File: src/rtl/cfgm_pkg.sv
package cfgm_pkg;

  typedef enum logic [2:0] {
    MODE_OFF  = 3'd0,
    MODE_RST  = 3'd1,
    MODE_CFG  = 3'd2,
    MODE_INIT = 3'd3,
    MODE_USER = 3'd4,
    MODE_UNK  = 3'd5
  } fab_mode_e;

  // register word indices
  localparam int unsigned REG_STATUS = 0;
  localparam int unsigned REG_CTRL   = 1;
  localparam int unsigned REG_DCNT   = 2;
  localparam int unsigned REG_DDONE  = 3;
  localparam int unsigned REG_IRQ    = 4;
  localparam int unsigned REG_MON    = 5;

  // control word bit positions
  localparam int unsigned CB_DRIVE = 0;
  localparam int unsigned CB_CEN   = 1;
  localparam int unsigned CB_PULL  = 2;
  localparam int unsigned CB_RATIO = 6;
  localparam int unsigned CB_BUS   = 8;
  localparam int unsigned CB_WIDE  = 9;

  localparam logic [1:0] RATIO_X1 = 2'd0;
  localparam logic [1:0] RATIO_X2 = 2'd1;
  localparam logic [1:0] RATIO_X4 = 2'd2;
  localparam logic [1:0] RATIO_X8 = 2'd3;

endpackage

File: src/rtl/cfgm_strap_decode.sv
module cfgm_strap_decode
  import cfgm_pkg::*;
(
  input  logic [3:0] strap_i,
  output logic [1:0] ratio_o,
  output logic       wide_o
);

  logic [3:0] key;

  assign key    = strap_i & 4'hB;
  assign wide_o = strap_i[3];

  always_comb begin
    case (key)
      4'hA:       ratio_o = RATIO_X8;
      4'h2, 4'h9: ratio_o = RATIO_X4;
      4'h1:       ratio_o = RATIO_X2;
      default:    ratio_o = RATIO_X1;
    endcase
  end

endmodule

File: src/rtl/cfgm_dclk_gen.sv
module cfgm_dclk_gen #(
  parameter int CNT_W = 16
) (
  input  logic             clk,
  input  logic             rst,
  input  logic             en_i,
  input  logic             load_i,
  input  logic [CNT_W-1:0] cnt_i,
  input  logic             clr_i,
  output logic             pulse_o,
  output logic             done_o
);

  logic [CNT_W-1:0] remain_q;
  logic             phase_q;
  logic             pulse_q;
  logic             done_q;

  always_ff @(posedge clk) begin
    if (rst) begin
      remain_q <= '0;
      phase_q  <= 1'b0;
      pulse_q  <= 1'b0;
      done_q   <= 1'b0;
    end else begin
      pulse_q <= 1'b0;
      if (load_i) begin
        remain_q <= cnt_i;
        phase_q  <= 1'b0;
        done_q   <= (cnt_i == '0);
      end else begin
        if (clr_i) done_q <= 1'b0;
        if (remain_q != '0) begin
          if (!phase_q) begin
            pulse_q <= en_i;
            phase_q <= 1'b1;
          end else begin
            phase_q  <= 1'b0;
            remain_q <= remain_q - 1'b1;
            if (remain_q == CNT_W'(1)) done_q <= 1'b1;
          end
        end
      end
    end
  end

  assign pulse_o = pulse_q;
  assign done_o  = done_q;


  pulse_gap_chk: assert property (@(posedge clk) disable iff (rst)
    pulse_q |=> !pulse_q);


  load_clears_done_chk: assert property (@(posedge clk) disable iff (rst)
    (load_i && cnt_i != '0) |=> !done_q);

endmodule

File: src/rtl/cfgm_mode_fsm.sv
module cfgm_mode_fsm
  import cfgm_pkg::*;
#(
  parameter int INIT_CLKS = 4,
  parameter int USER_CLKS = 20480
) (
  input  logic      clk,
  input  logic      rst,
  input  logic      drive_en_i,
  input  logic      pull_i,
  input  logic      conf_done_i,
  input  logic      status_ok_i,
  input  logic      dclk_i,
  output fab_mode_e mode_o
);

  localparam int MAX_CLKS = (USER_CLKS > INIT_CLKS) ? USER_CLKS : INIT_CLKS;
  localparam int PC_W     = $clog2(MAX_CLKS + 1);

  fab_mode_e       mode_q;
  logic [PC_W-1:0] pcnt_q;

  always_ff @(posedge clk) begin
    if (rst) begin
      mode_q <= MODE_OFF;
      pcnt_q <= '0;
    end else if (drive_en_i) begin
      if (pull_i) begin
        mode_q <= MODE_RST;
        pcnt_q <= '0;
      end else begin
        case (mode_q)
          MODE_RST: mode_q <= MODE_CFG;
          MODE_CFG: begin
            if (!status_ok_i && !conf_done_i) begin
              mode_q <= MODE_UNK;
            end else if (conf_done_i && dclk_i) begin
              if (pcnt_q == PC_W'(INIT_CLKS - 1)) begin
                mode_q <= MODE_INIT;
                pcnt_q <= '0;
              end else begin
                pcnt_q <= pcnt_q + 1'b1;
              end
            end
          end
          MODE_INIT: begin
            if (dclk_i) begin
              if (pcnt_q == PC_W'(USER_CLKS - 1)) begin
                mode_q <= MODE_USER;
                pcnt_q <= '0;
              end else begin
                pcnt_q <= pcnt_q + 1'b1;
              end
            end
          end
          default: ;
        endcase
      end
    end
  end

  assign mode_o = mode_q;


  hold_when_idle_chk: assert property (@(posedge clk) disable iff (rst)
    !drive_en_i |=> $stable(mode_q));


  release_to_cfg_chk: assert property (@(posedge clk) disable iff (rst)
    (drive_en_i && !pull_i && mode_q == MODE_RST) |=> mode_q == MODE_CFG);


  pull_to_reset_chk: assert property (@(posedge clk) disable iff (rst)
    (drive_en_i && pull_i) |=> mode_q == MODE_RST);

endmodule

File: src/rtl/cfg_fabric_ctrl.sv
module cfg_fabric_ctrl
  import cfgm_pkg::*;
#(
  parameter int ADDR_W        = 3,
  parameter int DATA_W        = 32,
  parameter int CNT_W         = 16,
  parameter int STRAP_W       = 5,
  parameter int WORDS_TO_DONE = 8,
  parameter int INIT_CLKS     = 4,
  parameter int USER_CLKS     = 20480
) (
  input  logic               clk,
  input  logic               rst,
  input  logic               bus_wr_i,
  input  logic               bus_rd_i,
  input  logic [ADDR_W-1:0]  bus_addr_i,
  input  logic [DATA_W-1:0]  bus_wdata_i,
  output logic [DATA_W-1:0]  bus_rdata_o,
  input  logic               dat_wr_i,
  input  logic [DATA_W-1:0]  dat_i,
  input  logic [STRAP_W-1:0] strap_i,
  input  logic               fab_err_i,
  input  logic               crc_err_i,
  output logic               fab_pull_o,
  output logic               fab_ce_n_o,
  output logic               fab_dclk_o,
  output logic [DATA_W-1:0]  fab_data_o,
  output logic               fab_data_vld_o,
  output logic               fab_wide_o,
  output logic [1:0]         fab_ratio_o,
  output logic               mon_done_o,
  output logic               mon_err_o,
  output logic               drop_err_o,
  output logic               irq_o
);

  localparam int WC_W  = $clog2(WORDS_TO_DONE + 1);
  localparam int MON_W = 4;

  // control fields
  logic       drive_q, cen_q, pull_q, bus_q, wide_q;
  logic [1:0] ratio_q;
  logic [1:0] dec_ratio;
  logic       dec_wide;

  logic [WC_W-1:0]  wcnt_q;
  logic             err_lat_q;
  logic             drop_q;
  logic [MON_W-1:0] mon_q, mon_prev_q, irq_q;
  logic             conf_done, status_ok, accept;
  logic             wr_ctrl, wr_dcnt, wr_ddone, wr_irq;
  logic             dclk_pulse, dclk_done;
  logic [DATA_W-1:0] ctrl_word;
  fab_mode_e        mode;
  logic             unused_bits;

  assign unused_bits = ^bus_wdata_i[DATA_W-1:CNT_W];

  cfgm_strap_decode u_strap (
    .strap_i (strap_i[3:0]),
    .ratio_o (dec_ratio),
    .wide_o  (dec_wide)
  );

  assign wr_ctrl  = bus_wr_i && bus_addr_i == ADDR_W'(REG_CTRL);
  assign wr_dcnt  = bus_wr_i && bus_addr_i == ADDR_W'(REG_DCNT);
  assign wr_ddone = bus_wr_i && bus_addr_i == ADDR_W'(REG_DDONE);
  assign wr_irq   = bus_wr_i && bus_addr_i == ADDR_W'(REG_IRQ);

  // control register, defaults taken from straps at reset
  always_ff @(posedge clk) begin
    if (rst) begin
      drive_q <= 1'b0;
      cen_q   <= 1'b1;
      pull_q  <= 1'b0;
      ratio_q <= dec_ratio;
      bus_q   <= 1'b0;
      wide_q  <= dec_wide;
    end else if (wr_ctrl) begin
      drive_q <= bus_wdata_i[CB_DRIVE];
      cen_q   <= bus_wdata_i[CB_CEN];
      pull_q  <= bus_wdata_i[CB_PULL];
      ratio_q <= bus_wdata_i[CB_RATIO +: 2];
      bus_q   <= bus_wdata_i[CB_BUS];
      wide_q  <= bus_wdata_i[CB_WIDE];
    end
  end

  assign ctrl_word = DATA_W'({wide_q, bus_q, ratio_q, 3'b000, pull_q, cen_q, drive_q});

  cfgm_dclk_gen #(.CNT_W(CNT_W)) u_dclk (
    .clk     (clk),
    .rst     (rst),
    .en_i    (drive_q),
    .load_i  (wr_dcnt),
    .cnt_i   (bus_wdata_i[CNT_W-1:0]),
    .clr_i   (wr_ddone && bus_wdata_i[0]),
    .pulse_o (dclk_pulse),
    .done_o  (dclk_done)
  );

  cfgm_mode_fsm #(.INIT_CLKS(INIT_CLKS), .USER_CLKS(USER_CLKS)) u_fsm (
    .clk         (clk),
    .rst         (rst),
    .drive_en_i  (drive_q),
    .pull_i      (pull_q),
    .conf_done_i (conf_done),
    .status_ok_i (status_ok),
    .dclk_i      (dclk_pulse),
    .mode_o      (mode)
  );

  assign conf_done = (wcnt_q == WC_W'(WORDS_TO_DONE));
  assign status_ok = !err_lat_q;
  assign accept    = dat_wr_i && bus_q && (mode == MODE_CFG);

  // data path, word counter, fault latch, drop flag
  always_ff @(posedge clk) begin
    if (rst) begin
      wcnt_q         <= '0;
      err_lat_q      <= 1'b0;
      drop_q         <= 1'b0;
      fab_data_o     <= '0;
      fab_data_vld_o <= 1'b0;
    end else begin
      fab_data_vld_o <= accept;
      if (accept) fab_data_o <= dat_i;
      if (dat_wr_i && !accept) drop_q <= 1'b1;
      if (mode == MODE_RST) begin
        wcnt_q    <= '0;
        err_lat_q <= 1'b0;
      end else begin
        if (accept && !conf_done) wcnt_q <= wcnt_q + 1'b1;
        if (fab_err_i && mode == MODE_CFG) err_lat_q <= 1'b1;
      end
    end
  end

  // monitor lines and latched events
  always_ff @(posedge clk) begin
    if (rst) begin
      mon_q      <= 4'b0001;
      mon_prev_q <= 4'b0001;
      irq_q      <= '0;
      mon_done_o <= 1'b0;
      mon_err_o  <= 1'b0;
    end else begin
      mon_q      <= {crc_err_i, mode == MODE_USER, conf_done, status_ok};
      mon_prev_q <= mon_q;
      irq_q      <= (irq_q & ~(wr_irq ? bus_wdata_i[MON_W-1:0] : '0))
                    | (mon_q & ~mon_prev_q);
      mon_done_o <= status_ok && conf_done;
      mon_err_o  <= !status_ok && !conf_done;
    end
  end

  // configuration line outputs
  always_ff @(posedge clk) begin
    if (rst) begin
      fab_pull_o <= 1'b0;
      fab_ce_n_o <= 1'b1;
    end else begin
      fab_pull_o <= drive_q && pull_q;
      fab_ce_n_o <= !drive_q || cen_q;
    end
  end

  assign fab_dclk_o  = dclk_pulse;
  assign fab_wide_o  = wide_q;
  assign fab_ratio_o = ratio_q;
  assign drop_err_o  = drop_q;
  assign irq_o       = |irq_q;

  // read port
  always_ff @(posedge clk) begin
    if (rst) begin
      bus_rdata_o <= '0;
    end else if (bus_rd_i) begin
      case (bus_addr_i)
        ADDR_W'(REG_STATUS): bus_rdata_o <= DATA_W'({drop_q, strap_i, 3'(mode)});
        ADDR_W'(REG_CTRL):   bus_rdata_o <= ctrl_word;
        ADDR_W'(REG_DDONE):  bus_rdata_o <= DATA_W'(dclk_done);
        ADDR_W'(REG_IRQ):    bus_rdata_o <= DATA_W'(irq_q);
        ADDR_W'(REG_MON):    bus_rdata_o <= DATA_W'(mon_q);
        default:             bus_rdata_o <= '0;
      endcase
    end
  end


  drop_sets_err_chk: assert property (@(posedge clk) disable iff (rst)
    (dat_wr_i && !(bus_q && mode == MODE_CFG)) |=> drop_err_o);


  drop_sticky_chk: assert property (@(posedge clk) disable iff (rst)
    drop_err_o |=> drop_err_o);


  lines_idle_chk: assert property (@(posedge clk) disable iff (rst)
    !drive_q |=> (!fab_pull_o && fab_ce_n_o && !fab_dclk_o));


  done_err_excl_chk: assert property (@(posedge clk) disable iff (rst)
    !(mon_done_o && mon_err_o));

endmodule

File: config.mk
export PLATFORM = sky130hd
export DESIGN_NAME = cfg_fabric_ctrl
export DESIGN_NICKNAME = d
export VERILOG_FILES = /design/src/rtl/cfgm_pkg.sv /design/src/rtl/cfgm_strap_decode.sv /design/src/rtl/cfgm_dclk_gen.sv /design/src/rtl/cfgm_mode_fsm.sv /design/src/rtl/cfg_fabric_ctrl.sv
export SDC_FILE = /design/constraint.sdc
export NUM_CORES = 1
export LEC_CHECK = 0
export BUFFER_PORTS_ARGS = -buffer_cell sky130_fd_sc_hd__buf_2
export CORE_UTILIZATION = 50
export DETAILED_ROUTE_END_ITERATION = 12
export PLACE_DENSITY = 0.89
export SETUP_SLACK_MARGIN = 0.15
export SYNTH_ARGS = -nofsm -noshare
export SYNTH_HDL_FRONTEND = slang
export SYNTH_SLANG_ARGS = --single-unit
File: constraint.sdc
create_clock -name clk -period 3.4 [get_ports clk]
set_clock_uncertainty 0.2 [all_clocks]
set_input_delay 0.17 -clock clk [delete_from_list [all_inputs] [get_ports clk]]
set_output_delay 0.17 -clock clk [all_outputs]
set_load 0.01 [all_outputs]
* Yosys cells after proc, flatten, opt, wreduce, memory -nomap -nowiden
Cells that the tools add are included.
Cells by class: add/sub/neg operators 3, multiply operators 0, div/mod/pow operators 0, magnitude comparators 0, equal/unequal tests 23, shift-type cells 0, muxes and demuxes 30, bitwise gates (word level) 6, reductions and logical operators 35
Operators with widths (count):
- $mux 15 | 6
- $pmux 10 s5 | 1
- $mux 16 | 3
- $pmux 15 s2 | 1
- $mux 3 | 6
- $eq 16x1->1 const B | 1
- $logic_not 16->1 | 1
- $reduce_bool 16->1 | 1
- $sub 16x1->16 const B | 1
- $add 15x1->15 const B | 1
- $eq 15x15->1 const B | 1
- $eq 15x2->1 const B | 1
- $eq 3x2->1 const B | 5
- $eq 3x3->1 const B | 5
- $logic_and 1x1->1 | 14
- $eq 3x1->1 const B | 3
- $pmux 3 s3 | 1
- $and 4x4->4 | 2
- $mux 1 | 8
- $ne 4x2->1 const B | 2
- $not 4->4 | 2
- $reduce_or 4->1 | 2
- $ne 3x2->1 const B | 2
- $ne 3x3->1 const B | 2
- other kinds (17) | 25
Word-level totals: flip-flop bits (word level) 131, latch bits 0, bits in writable memories 0, ROM bits 0, memories kept 0

* Depth between registers and ports, before layout
Gate-level depths: netlist (run 1).
word-level depth 8, depth in mapped cells 9

* Modules after synthesis
A second synthesis (run 1) with hierarchy kept.
Unflattened totals: cells, all modules 616, area total of the unflattened synthesis 5373.9 µm²
Modules (own cells, without submodules):
- cfg_fabric_ctrl | times used 1, cells each 347, area each 3110.5 µm², seq. area each 1471.4 µm²
- cfgm_dclk_gen | times used 1, cells each 139, area each 1143.6 µm², seq. area each 380.4 µm²
- cfgm_mode_fsm | times used 1, cells each 124, area each 1081.0 µm², seq. area each 360.3 µm²
- cfgm_strap_decode | times used 1, cells each 6, area each 38.8 µm², seq. area each 0.0 µm²

* Worst setup path before layout (run 1)
Ideal clock, no wire load.
kind reg-to-reg, start point reg u_fsm.pcnt_q[0], end point reg u_fsm.pcnt_q[11], setup time 0.127 ns, arrival time 1.993 ns, required time 3.073 ns, path slack 1.080 ns, cell stages (with the launch flop) 7, buffers on the path 0, cell sequence dfxtp_1 -> ha_1 -> or4b_2 -> nor4_2 -> o22ai_1 -> o21bai_2 -> nor2_1
Between the ends: cells in the longest elaborated chain, start to end 6
Ends and longest elaborated chain:
- start: declaration | RTL line cfgm_mode_fsm.sv:21 | logic [PC_W-1:0] pcnt_q;
- start signal: assignment | RTL line cfgm_mode_fsm.sv:42 | pcnt_q <= pcnt_q + 1'b1;
- start signal: assignment | RTL line cfgm_mode_fsm.sv:52 | pcnt_q <= pcnt_q + 1'b1;
- $add 15x1->15 / $eq 15x2->1 (equally long branches) | RTL line cfgm_mode_fsm.sv:42, cfgm_mode_fsm.sv:52, cfgm_mode_fsm.sv:38
- $mux 15 | RTL line cfgm_mode_fsm.sv:38 | if (pcnt_q == PC_W'(INIT_CLKS - 1)) begin
- $mux 15 | RTL line cfgm_mode_fsm.sv:37 | end else if (conf_done_i && dclk_i) begin
- $mux 15 | RTL line cfgm_mode_fsm.sv:35 | if (!status_ok_i && !conf_done_i) begin
- $pmux 15 s2 (*) | RTL line cfgm_mode_fsm.sv:32 | case (mode_q)
- $mux 15 (*) | RTL line cfgm_mode_fsm.sv:28 | if (pull_i) begin
Mark *: on every way between the ends. The rest lies on a longest branch, timed or not. The select of a mux whose other input is x is not followed. A chain may end at the register's enable or synchronous reset.

* Worst setup path after layout (run 1)
start point reg u_dclk.remain_q[0], end point reg u_dclk.remain_q[3]
Between the ends: cells in the longest elaborated chain, start to end 4
Ends and longest elaborated chain:
- start: declaration | RTL line cfgm_dclk_gen.sv:14 | logic [CNT_W-1:0] remain_q;
- start signal: assignment | RTL line cfgm_dclk_gen.sv:28 | remain_q <= cnt_i;
- start signal: assignment | RTL line cfgm_dclk_gen.sv:39 | remain_q <= remain_q - 1'b1;
- $sub 16x1->16 | RTL line cfgm_dclk_gen.sv:39
- $mux 16 | RTL line cfgm_dclk_gen.sv:34 | if (!phase_q) begin
- $mux 16 | RTL line cfgm_dclk_gen.sv:33 | if (remain_q != '0) begin
- $mux 16 | RTL line cfgm_dclk_gen.sv:27 | if (load_i) begin
Parallel ways exist; a longest one is shown, timed or not. The select of a mux whose other input is x is not followed.

==> results of run 1 <==
[registers in the layout (all words and copies together) (netlist names), 2 cells and up]
name and cells:
fab_data_o 32, mon_prev_q 4, irq_q 4, u_dclk.remain_q 16
mon_q 4, bus_rdata_o 10, u_fsm.mode_o 3, wcnt_q 4
u_fsm.pcnt_q 15, fab_ratio_o 2
[worst min-delay path, delay by kind of cell]
kind | cells | cell delay [ns]
and+or+nand+nor | 1 | 0.04
AOI/OAI and AO/OA | 1 | 0.21
buffers and inverters | 1 | 0.16
[power by group]
group / leakage (nW) / switching (mW) / internal [mW]
sequential: 0.888 / 0.111 / 1.38
combinational: 1.63 / 0.510 / 0.398
clock: 0.113 / 0.494 / 0.365
[kinds of logic (layout without fill, tap and decap cells)]
kind of cell | Yosys count | count (layout) | synth area share, %
AO/OA/AOI/OAI | 114 | 114 | 14.7
XOR/XNOR | 19 | 19 | 3.31
adder cells (fa/ha/maj) | 5 | 5 | 1.24
buffers and inverters | 68 | 203 | 6.77
flip-flops | 109 | 109 | 44.0
multiplexers | 13 | 13 | 3.23
other | 1 | 22 | 0.0746
AND/OR/NAND/NOR | 271 | 271 | 26.7
[layout by cell type, fill, tap and decap left out, types with 8 or more instances in the layout]
master	count
dlygate4sd3_1	57
nor4_1	13
a21oi_1	57
a22oi_1	8
inv_1	10
nand4_1	16
o21ai_0	11
buf_2	115
nor2b_1	13
conb_1	22
nand2_1	88
clkbuf_8	9
nor2_1	68
xor2_1	8
xnor2_1	11
nand3_1	12
a211oi_1	8
dfxtp_1	106
nor3_1	14
[metrics by stage]
| step | util (%) | hold slack, ns |
|---|---|---|
| detailed placement | 57.1 | 0.202 |
| floorplan | - | 0.0879 |
| CTS | 65.3 | 0.0165 |
| global placement | 57.1 | 0.188 |
| global route | 65.3 | 0.00362 |
| finish | 65.3 | 0.0125 |
[worst paths after layout]
| path | from | end | slack [ns] |
|---|---|---|---|
| max | u_dclk.remain_q[0] | u_dclk.remain_q[3] | 0.60 |
| min | bus_addr_i[1] | bus_rdata_o[0] | 0.01 |
| max reg2reg | u_dclk.remain_q[0] | u_dclk.remain_q[3] | 0.60 |
| min reg2reg | fab_data_o[18] | fab_data_o[18] | 0.26 |
[routing by layer]
metal	share of wire, %	wire, µm	GRT usage [%]	vias up
li1	-	-	-	2375
met1	38	5370	28.0	2308
met2	52	7400	49.5	248
met3	6.2	880	6.09	52
met4	3.7	521	15.7	0
met5	0	0	0	-
[cell type report]
type	count	area (µm²)
Tap cell	133	166
Fill cell	727	3390
Clock inverter	7	105
Inverter	10	37.5
Multi-Input combinational cell	444	2560
Clock buffer	9	124
Timing Repair Buffer	177	1180
Sequential cell	109	2210
==> impl_metrics.env, run 1 <==
export IMPL_status="completed"
export IMPL_die_w_um=102
export IMPL_ys_warnings_count=0
export IMPL_drv_slew=0
export IMPL_end_kind="register"
export IMPL_fin_crit_sh_pct=82.3
export IMPL_post_synth_inst_count=600
export IMPL_fin_area_um2=6380
export IMPL_cts_clk_slew_worst_paths_ns=0.12
export IMPL_areaGrowthSynthToFinish_pct=26.9
export IMPL_port_buffers=115
export IMPL_yosysTopAreaCellShare_pct=42.2
export IMPL_cts_setup_buffers=0
export IMPL_dp_slack_ns=0.658
export IMPL_synth_seq_cells=109
export IMPL_critPathArrivalTime_ns=2.90
export IMPL_drcViolationCount=0
export IMPL_synth_edf_count=3
export IMPL_synth_common_cells="dfxtp_1 (106), nand2_1 (88), nor2_1 (68), a21oi_1 (57), clkbuf_1 (33)"
export IMPL_synth_most_common_cell="dfxtp_1"
export IMPL_clk_latency_ns=0.40
export IMPL_vias_per_cell=5.61
export IMPL_layout_min_cycle_time_ns=2.80
export IMPL_tightest_slew_ns=1.05
export IMPL_grt_pass1_vias=4818
export IMPL_coreArea_um2=9770
export IMPL_yosys_area_top_type="dfxtp_1"
export IMPL_ant_nets=0
export IMPL_dp_cells=816
export IMPL_fin_ws_ns=0.601
export IMPL_power_density_nw_per_um2=510
export IMPL_num_vias=4983
export IMPL_wl_per_cell_um=15.9
export IMPL_holdPathStages=3
export IMPL_grt_overflow_total=0
export IMPL_ys_seq_area_share_pct=44.0
export IMPL_crit_family="simple AND/OR/NAND/NOR gates"
export IMPL_postCtsResizedCells=0
export IMPL_clock_sinks=109
export IMPL_rsz0062_at_grt="false"
export IMPL_synthFlopType="dfxtp_1"
export IMPL_postCtsHoldBufs=57
export IMPL_drtPass1Iterations=5
export IMPL_hold_viol=0
export IMPL_syn_area_um2=5030
export IMPL_clockBufferDepth=2
export IMPL_setup_viol=0
export IMPL_tns_ns=0
export IMPL_grt_pass1_wl_um=22000
export IMPL_synth_area_top_cells="dfxtp_1 (42%), nand2_1 (6.6%), a21oi_1 (5.7%)"
export IMPL_ios=154
export IMPL_die_h_um=102
export IMPL_worstPathRequired_ns=3.50
export IMPL_drt_initial_drc_count=306
export IMPL_min_delay_path_class="primary input to register"
export IMPL_cp_slowest_stage_delay_ns=0.62
export IMPL_criticalPathCategory="register to register"
export IMPL_cts_tree="yes"
export IMPL_wirelength_um=14200
export IMPL_finalNonFillerCells=889
export IMPL_row_count=36
export IMPL_fmax_mhz=357
export IMPL_place_area_um2=5590
export IMPL_slowest_stage="nor3b_1"
export IMPL_cp_max_fo=12
export IMPL_crit_chain="inv_1, ha_1, nor3b_1, and2_1, a21boi_4, a41o_1, a311oi_2"
export IMPL_synth_area_per_cell_um2=8.38
export IMPL_crit_buf_inv=1
export IMPL_ys_types=61
export IMPL_worst_setup_path_start_kind="register"
export IMPL_gp_congestion=0.883
export IMPL_h_tree_depth=3
export IMPL_grt_max_degree=55
export IMPL_drv_cap=0
export IMPL_drive_above_1_share_pct=20.9
export IMPL_grt_usage_pct=26.9
export IMPL_reg2reg_depth=7
export IMPL_slew_headroom_pct=30.0
export IMPL_layout_nets=835
export IMPL_peakVddDrop_mv=0.321
export IMPL_p_leak_nw=2.63
export IMPL_critical_path_depth=7
export IMPL_total_power_mw=3.26
export IMPL_cts_root_buffer="clkbuf_8"
export IMPL_num_antenna_cells=0
export IMPL_initial_core_util_pct=51.5
export IMPL_dp_hpwl_um=8630
export IMPL_cts_buffers=9
export IMPL_async_reset_ff_share_pct=0
export IMPL_antenna_found_initial=0
export IMPL_die_area_um2=10500
No activity file was read; power rests on OpenSTA's default activity.
==> run 2, diff against run 1 <==
- CORE_UTILIZATION: 50 -> 46
- PLACE_DENSITY: 0.89 -> 0.87
- clock period: 3.4 -> 2.57 ns (I/O delays scaled with it)
==> run 2 against run 1 <==
Clock-buffer cell count unchanged. Global-route usage decreased by 3.0 points. Total power increased by 33%. Sequential cell count stayed put. Cell count is 2.4% higher. Sequential power rose by 33%. Critical path depth unchanged. Register-to-register slack worse by 0.41 ns. Critical endpoint is now u_fsm.mode_o[0]. Largest cell class unchanged.
==> impl_metrics.env, run 2 (synthesis gave the netlist of run 1 again) <==
export IMPL_worstPathRequired_ns=2.64
export IMPL_peakVddDrop_mv=0.433
export IMPL_cts_root_buffer="clkbuf_8"
export IMPL_layout_common_cells="buf_2 (115), dfxtp_1 (104), nand2_1 (88), nor2_1 (68), dlygate4sd3_1 (58)"
export IMPL_largest_register_ffs=32
export IMPL_worst_setup_path_start_kind="register"
export IMPL_layout_nets=853
export IMPL_power_density_nw_per_um2=662
export IMPL_grt_usage_pct=23.9
export IMPL_gp_congestion=0.833
export IMPL_hold_end="bus_rdata_o[2]"
export IMPL_dp_hpwl_um=8340
export IMPL_clock_sinks=109
export IMPL_areaGrowthSynthToFinish_pct=29.7
export IMPL_drive_above_1_share_pct=22.9
export IMPL_hold_start="bus_addr_i[1]"
export IMPL_num_vias=4924
export IMPL_num_antenna_cells=0
export IMPL_clockBufferDepth=2
export IMPL_drt_initial_drc_count=289
export IMPL_reg2reg_depth=7
export IMPL_grt_pass1_wl_um=21800
export IMPL_slew_headroom_pct=47.4
export IMPL_clk_latency_ns=0.38
export IMPL_port_buffers=115
export IMPL_antenna_found_initial=0
export IMPL_fmax_mhz=420
export IMPL_status="completed"
export IMPL_p_sw_mw=1.47
export IMPL_drv_cap=0
export IMPL_largest_register="fab_data_o"
export IMPL_criticalPathCategory="register to register"
export IMPL_end_kind="register"
export IMPL_fill_cells=830
export IMPL_cts_clk_slew_worst_paths_ns=0.11
export IMPL_p_int_mw=2.85
export IMPL_initial_core_util_pct=48.1
export IMPL_r2r_start="u_fsm.pcnt_q[0]"
export IMPL_tns_ns=0
export IMPL_row_count=37
export IMPL_coreArea_um2=10500
export IMPL_wl_per_cell_um=14.6
export IMPL_layout_min_cycle_time_ns=2.38
export IMPL_finalNonFillerCells=910
export IMPL_cp_max_fo=5
export IMPL_ios=154
export IMPL_rrSetupSlack_ns=0.19
export IMPL_switching_share_pct=34.0
export IMPL_h_tree_depth=3
export IMPL_fin_crit_sh_pct=92.6
export IMPL_dp_cells=835
export IMPL_cts_tree="yes"
export IMPL_setup_viol=0
export IMPL_drcViolationCount=0
export IMPL_drv_slew=0
export IMPL_utilization_pct=62.3
export IMPL_die_area_um2=11400
export IMPL_holdPathStages=4
export IMPL_p_clk_share_pct=23.4
export IMPL_drtPass1Iterations=5
export IMPL_reg2reg_to="u_fsm.mode_o[0]"
export IMPL_cts_buffers=9
export IMPL_final_common_cell="buf_2"
export IMPL_combPwrFrac_pct=30.9
export IMPL_critPathArrivalTime_ns=2.45
export IMPL_grt_pass1_vias=4623
export IMPL_tightest_slew_ns=0.789
export IMPL_largestRegisters="fab_data_o x32, u_dclk.remain_q x16, u_fsm.pcnt_q x15"
export IMPL_hold_viol=0
export IMPL_ant_nets=0
export IMPL_seqPwrFrac_pct=45.8
export IMPL_vias_per_cell=5.41
export IMPL_wirelength_um=13300
export IMPL_p_leak_nw=2.72
export IMPL_min_delay_path_class="primary input to register"
export IMPL_rsz0062_at_grt="true"
export IMPL_die_w_um=107
export IMPL_grt_overflow_total=0
export IMPL_grt_max_degree=42
export IMPL_die_h_um=107
[run 2: cell count changes in the layout (fill, tap and decap cells not counted), sizes merged]
cell	previous run	this run
bufinv	1	0
clkinv	4	3
buf	120	137
inv	12	14
dlygate4sd3	57	58
[run 2: through the flow]
step	setup slack (ns)	instance area (µm²)	power [mW]	hold slack [ns]
final	0.189	6520	4.32	0.0433
after global routing	0.0665	6520	4.58	0.0696
after CTS	0.201	6500	4.28	0.0192
after detailed placement	0.130	5720	3.20	0.155
after global placement	0.234	5720	3.17	0.144
after floorplan	0.250	5110	2.86	0.0464
[run 2: how the worst max path moves through the flow]
| stage | slack, ns | from | to |
|---|---|---|---|
| after floorplan | 0.25 | u_fsm.pcnt_q[0] | u_fsm.pcnt_q[11] |
| after global placement | 0.23 | u_dclk.remain_q[0] | u_dclk.remain_q[8] |
| after detailed placement | 0.13 | u_dclk.remain_q[0] | u_dclk.remain_q[6] |
| after CTS | 0.20 | u_fsm.pcnt_q[0] | u_fsm.mode_o[0] |
| after global routing | 0.07 | u_fsm.pcnt_q[0] | u_fsm.mode_o[0] |
| final | 0.19 | u_fsm.pcnt_q[0] | u_fsm.mode_o[0] |
[run 2: power by group through the flow]
stage | Clock (mW) | Sequential [mW] | Combinational (mW)
6_report | 1.01 | 1.98 | 1.33
5_1_grt | 1.11 | 2.00 | 1.47
4_1_cts | 1.03 | 1.97 | 1.28
3_5_place_dp | 0 | 2.01 | 1.20
2_1_floorplan | 0 | 1.96 | 0.901
3_3_place_gp | 0 | 2.00 | 1.17
[run 2: worst max-delay path: stages, from the launching register on]
cell      delay (ns)
dfxtp_4         0.38
ha_1            0.18
or4b_4          0.49
nor4_4          0.32
buf_4           0.16
a311oi_1        0.12
nor4_1          0.34
nor3_1          0.09
[run 2: layout make-up]
type                            count  area, µm²  share of cell area (%)
Clock buffer                        9        124                    1.90
Clock inverter                      7       66.3                    1.02
Inverter                           10       37.5                   0.575
Multi-Input combinational cell    444       2570                    39.5
Sequential cell                   109       2220                    34.0
Tap cell                          136        170                    2.61
Timing Repair Buffer              195       1330                    20.4
[run 2: layer usage]
metal,part of all wire (%),vias to the layer above,global-route usage [%]
met5,0,-,0
met4,2.9,0,9.69
met3,6.3,33,4.29
met2,51,215,42.8
met1,40,2267,27.9
li1,-,2409,-
[run 2: what timing repair did]
item                                    CTS  global route
gates cloned                              0             0
endpoints found under the setup margin    4            23
hold endpoints to repair                 69             0
pin swaps                                 0             3
setup buffers                             0             1
hold buffers                             58             0
gates resized for setup                   1             5
==> run 3, diff against run 2 <==
- CELL_PAD_IN_SITES_DETAIL_PLACEMENT: unset -> 0
- CELL_PAD_IN_SITES_GLOBAL_PLACEMENT: unset -> 1
- CORE_UTILIZATION: 46 -> 34
- PLACE_DENSITY: 0.87 -> 0.88
==> run 3 against run 2 <==
Clock power is 50% higher. Total power is 11% higher. Cell area rose by 2.5%. Sequential share of layout area shrank 0.88 points. Fmax is 2.6% higher. Largest cell class unchanged. Wire length shrank 4.5%. Critical path type unchanged.
==> impl_metrics.env, run 3 (synthesis gave the netlist of run 1 again) <==
export IMPL_largestRegisters="fab_data_o x32, u_dclk.remain_q x16, u_fsm.pcnt_q x15"
export IMPL_cp_max_fo=10
export IMPL_power_density_nw_per_um2=719
export IMPL_p_sw_mw=1.47
export IMPL_drtPass1Iterations=4
export IMPL_die_w_um=124
export IMPL_reg2reg_to="u_dclk.remain_q[3]"
export IMPL_layout_min_cycle_time_ns=2.32
export IMPL_wl_per_cell_um=13.3
export IMPL_initial_core_util_pct=34.7
export IMPL_fin_crit_sh_pct=90.3
export IMPL_total_power_mw=4.81
export IMPL_cp_endpoint="u_dclk.remain_q[3]"
export IMPL_coreArea_um2=14500
export IMPL_vias_per_cell=4.88
export IMPL_criticalPathCategory="register to register"
export IMPL_areaGrowthSynthToFinish_pct=32.9
export IMPL_dp_cells=884
export IMPL_drv_slew=0
export IMPL_clockBufferDepth=2
export IMPL_grt_overflow_total=0
export IMPL_ant_nets=0
export IMPL_crit_chain="or4_1, nor3b_4, a21boi_4, a41o_1, a311oi_2"
export IMPL_fill_cells=1428
export IMPL_largest_register_ffs=32
export IMPL_dp_slack_ns=0.254
export IMPL_tightest_slew_ns=0.597
export IMPL_worst_hold_slack_ns=0.0397
export IMPL_p_leak_nw=2.77
export IMPL_slowest_stage="or4_1"
export IMPL_dp_hpwl_um=8470
export IMPL_wirelength_um=12700
export IMPL_r2r_start="u_dclk.remain_q[11]"
export IMPL_reg2reg_depth=5
export IMPL_port_buffers=115
export IMPL_fin_ws_ns=0.250
export IMPL_die_h_um=124
export IMPL_antenna_found_initial=0
export IMPL_fin_area_um2=6690
export IMPL_num_antenna_cells=0
export IMPL_tns_ns=0
export IMPL_p_clk_share_pct=31.4
export IMPL_die_area_um2=15300
export IMPL_cts_tree="yes"
export IMPL_h_tree_depth=3
export IMPL_worstPathRequired_ns=2.64
export IMPL_slew_headroom_pct=60.2
export IMPL_final_common_cell="buf_2"
export IMPL_layout_nets=852
export IMPL_grt_usage_pct=16.3
export IMPL_startpoint="u_dclk.remain_q[11]"
export IMPL_utilization_pct=46.2
export IMPL_layout_common_cells="buf_2 (114), dfxtp_1 (105), nand2_1 (88), nor2_1 (68)"
export IMPL_drv_cap=0
export IMPL_p_int_mw=3.34
export IMPL_clock_sinks=109
export IMPL_grt_pass1_wl_um=19800
export IMPL_place_area_um2=5780
export IMPL_drive_above_1_share_pct=22.6
export IMPL_gp_congestion=0.866
export IMPL_min_delay_path_class="primary input to register"
export IMPL_worst_setup_path_start_kind="register"
export IMPL_largest_register="fab_data_o"
export IMPL_grt_max_degree=50
export IMPL_drt_initial_drc_count=205
export IMPL_row_count=44
export IMPL_setup_viol=0
export IMPL_critPathArrivalTime_ns=2.39
export IMPL_switching_share_pct=30.6
export IMPL_peakVddDrop_mv=0.347
export IMPL_clk_latency_ns=0.35
export IMPL_hold_viol=0
export IMPL_cp_slowest_stage_delay_ns=0.66
export IMPL_drcViolationCount=0
export IMPL_num_vias=4672
export IMPL_cts_root_buffer="clkbuf_16"
export IMPL_cts_buffers=9
export IMPL_seqPwrFrac_pct=40.6
export IMPL_status="completed"
export IMPL_finalNonFillerCells=957
export IMPL_ios=154
export IMPL_rrSetupSlack_ns=0.25
export IMPL_grt_pass1_vias=4261
export IMPL_end_kind="register"
export IMPL_rsz0062_at_grt="false"
export IMPL_combPwrFrac_pct=28.0
export IMPL_cts_clk_slew_worst_paths_ns=0.08
export IMPL_fmax_mhz=431
==> run 3: cell count changes in the layout (fill, tap and decap cells not counted), sizes merged <==
cell / change
bufinv: +2
inv: -1
clkbuf: +1
dlygate4sd3: -1
clkinv: -2
==> run 3: timing repair <==
action / CTS / global route
hold endpoints to repair: 68 / 0
hold buffers: 57 / 0
buffers inserted: 0 / 0
resized for setup: 0 / 3
endpoints found under the setup margin: 0 / 3
==> run 3: critical path: cells and delay by family, from the launching register on <==
kind	cells	cell delay (ns)
AND/OR/NAND/NOR	2	1.00
AO/OA/AOI/OAI	3	0.69
flip-flops	1	0.35
==> run 3: metal layers <==
metal,GRT usage (%),share of wire [%]
met5,0,0
met4,4.52,1.3
met3,3.53,3.5
met2,28.5,49
met1,20.1,46
==> run 3: layout make-up <==
type	count	area, µm²	area share, %
clock buffer	10	229	3.43
clock inverter	6	92.6	1.38
inverter	10	37.5	0.561
multi-input combinational	444	2570	38.4
sequential	109	2210	33.1
tap	184	230	3.44
timing repair buffer	194	1310	19.7
==> run 3: worst min path at each step <==
stage	slack [ns]	end	cells after the start	start
6_report	0.04	bus_rdata_o[6]	2	rst
5_1_grt	0.05	mon_q[1]	2	rst
4_1_cts	0.03	bus_rdata_o[0]	3	bus_addr_i[1]
3_5_place_dp	0.16	mon_q[3]	2	crc_err_i
3_3_place_gp	0.14	mon_q[3]	2	crc_err_i
2_1_floorplan	0.05	cen_q	1	bus_wdata_i[1]
==> run 3: power by group through the flow <==
| stage | clock (mW) | sequential [mW] | combinational [mW] |
|---|---|---|---|
| detailed placement | 0 | 1.99 | 1.26 |
| floorplan | 0 | 1.96 | 0.901 |
| global placement | 0 | 1.99 | 1.25 |
| finish | 1.51 | 1.95 | 1.35 |
| CTS | 1.55 | 1.95 | 1.34 |
| global route | 1.60 | 1.98 | 1.47 |
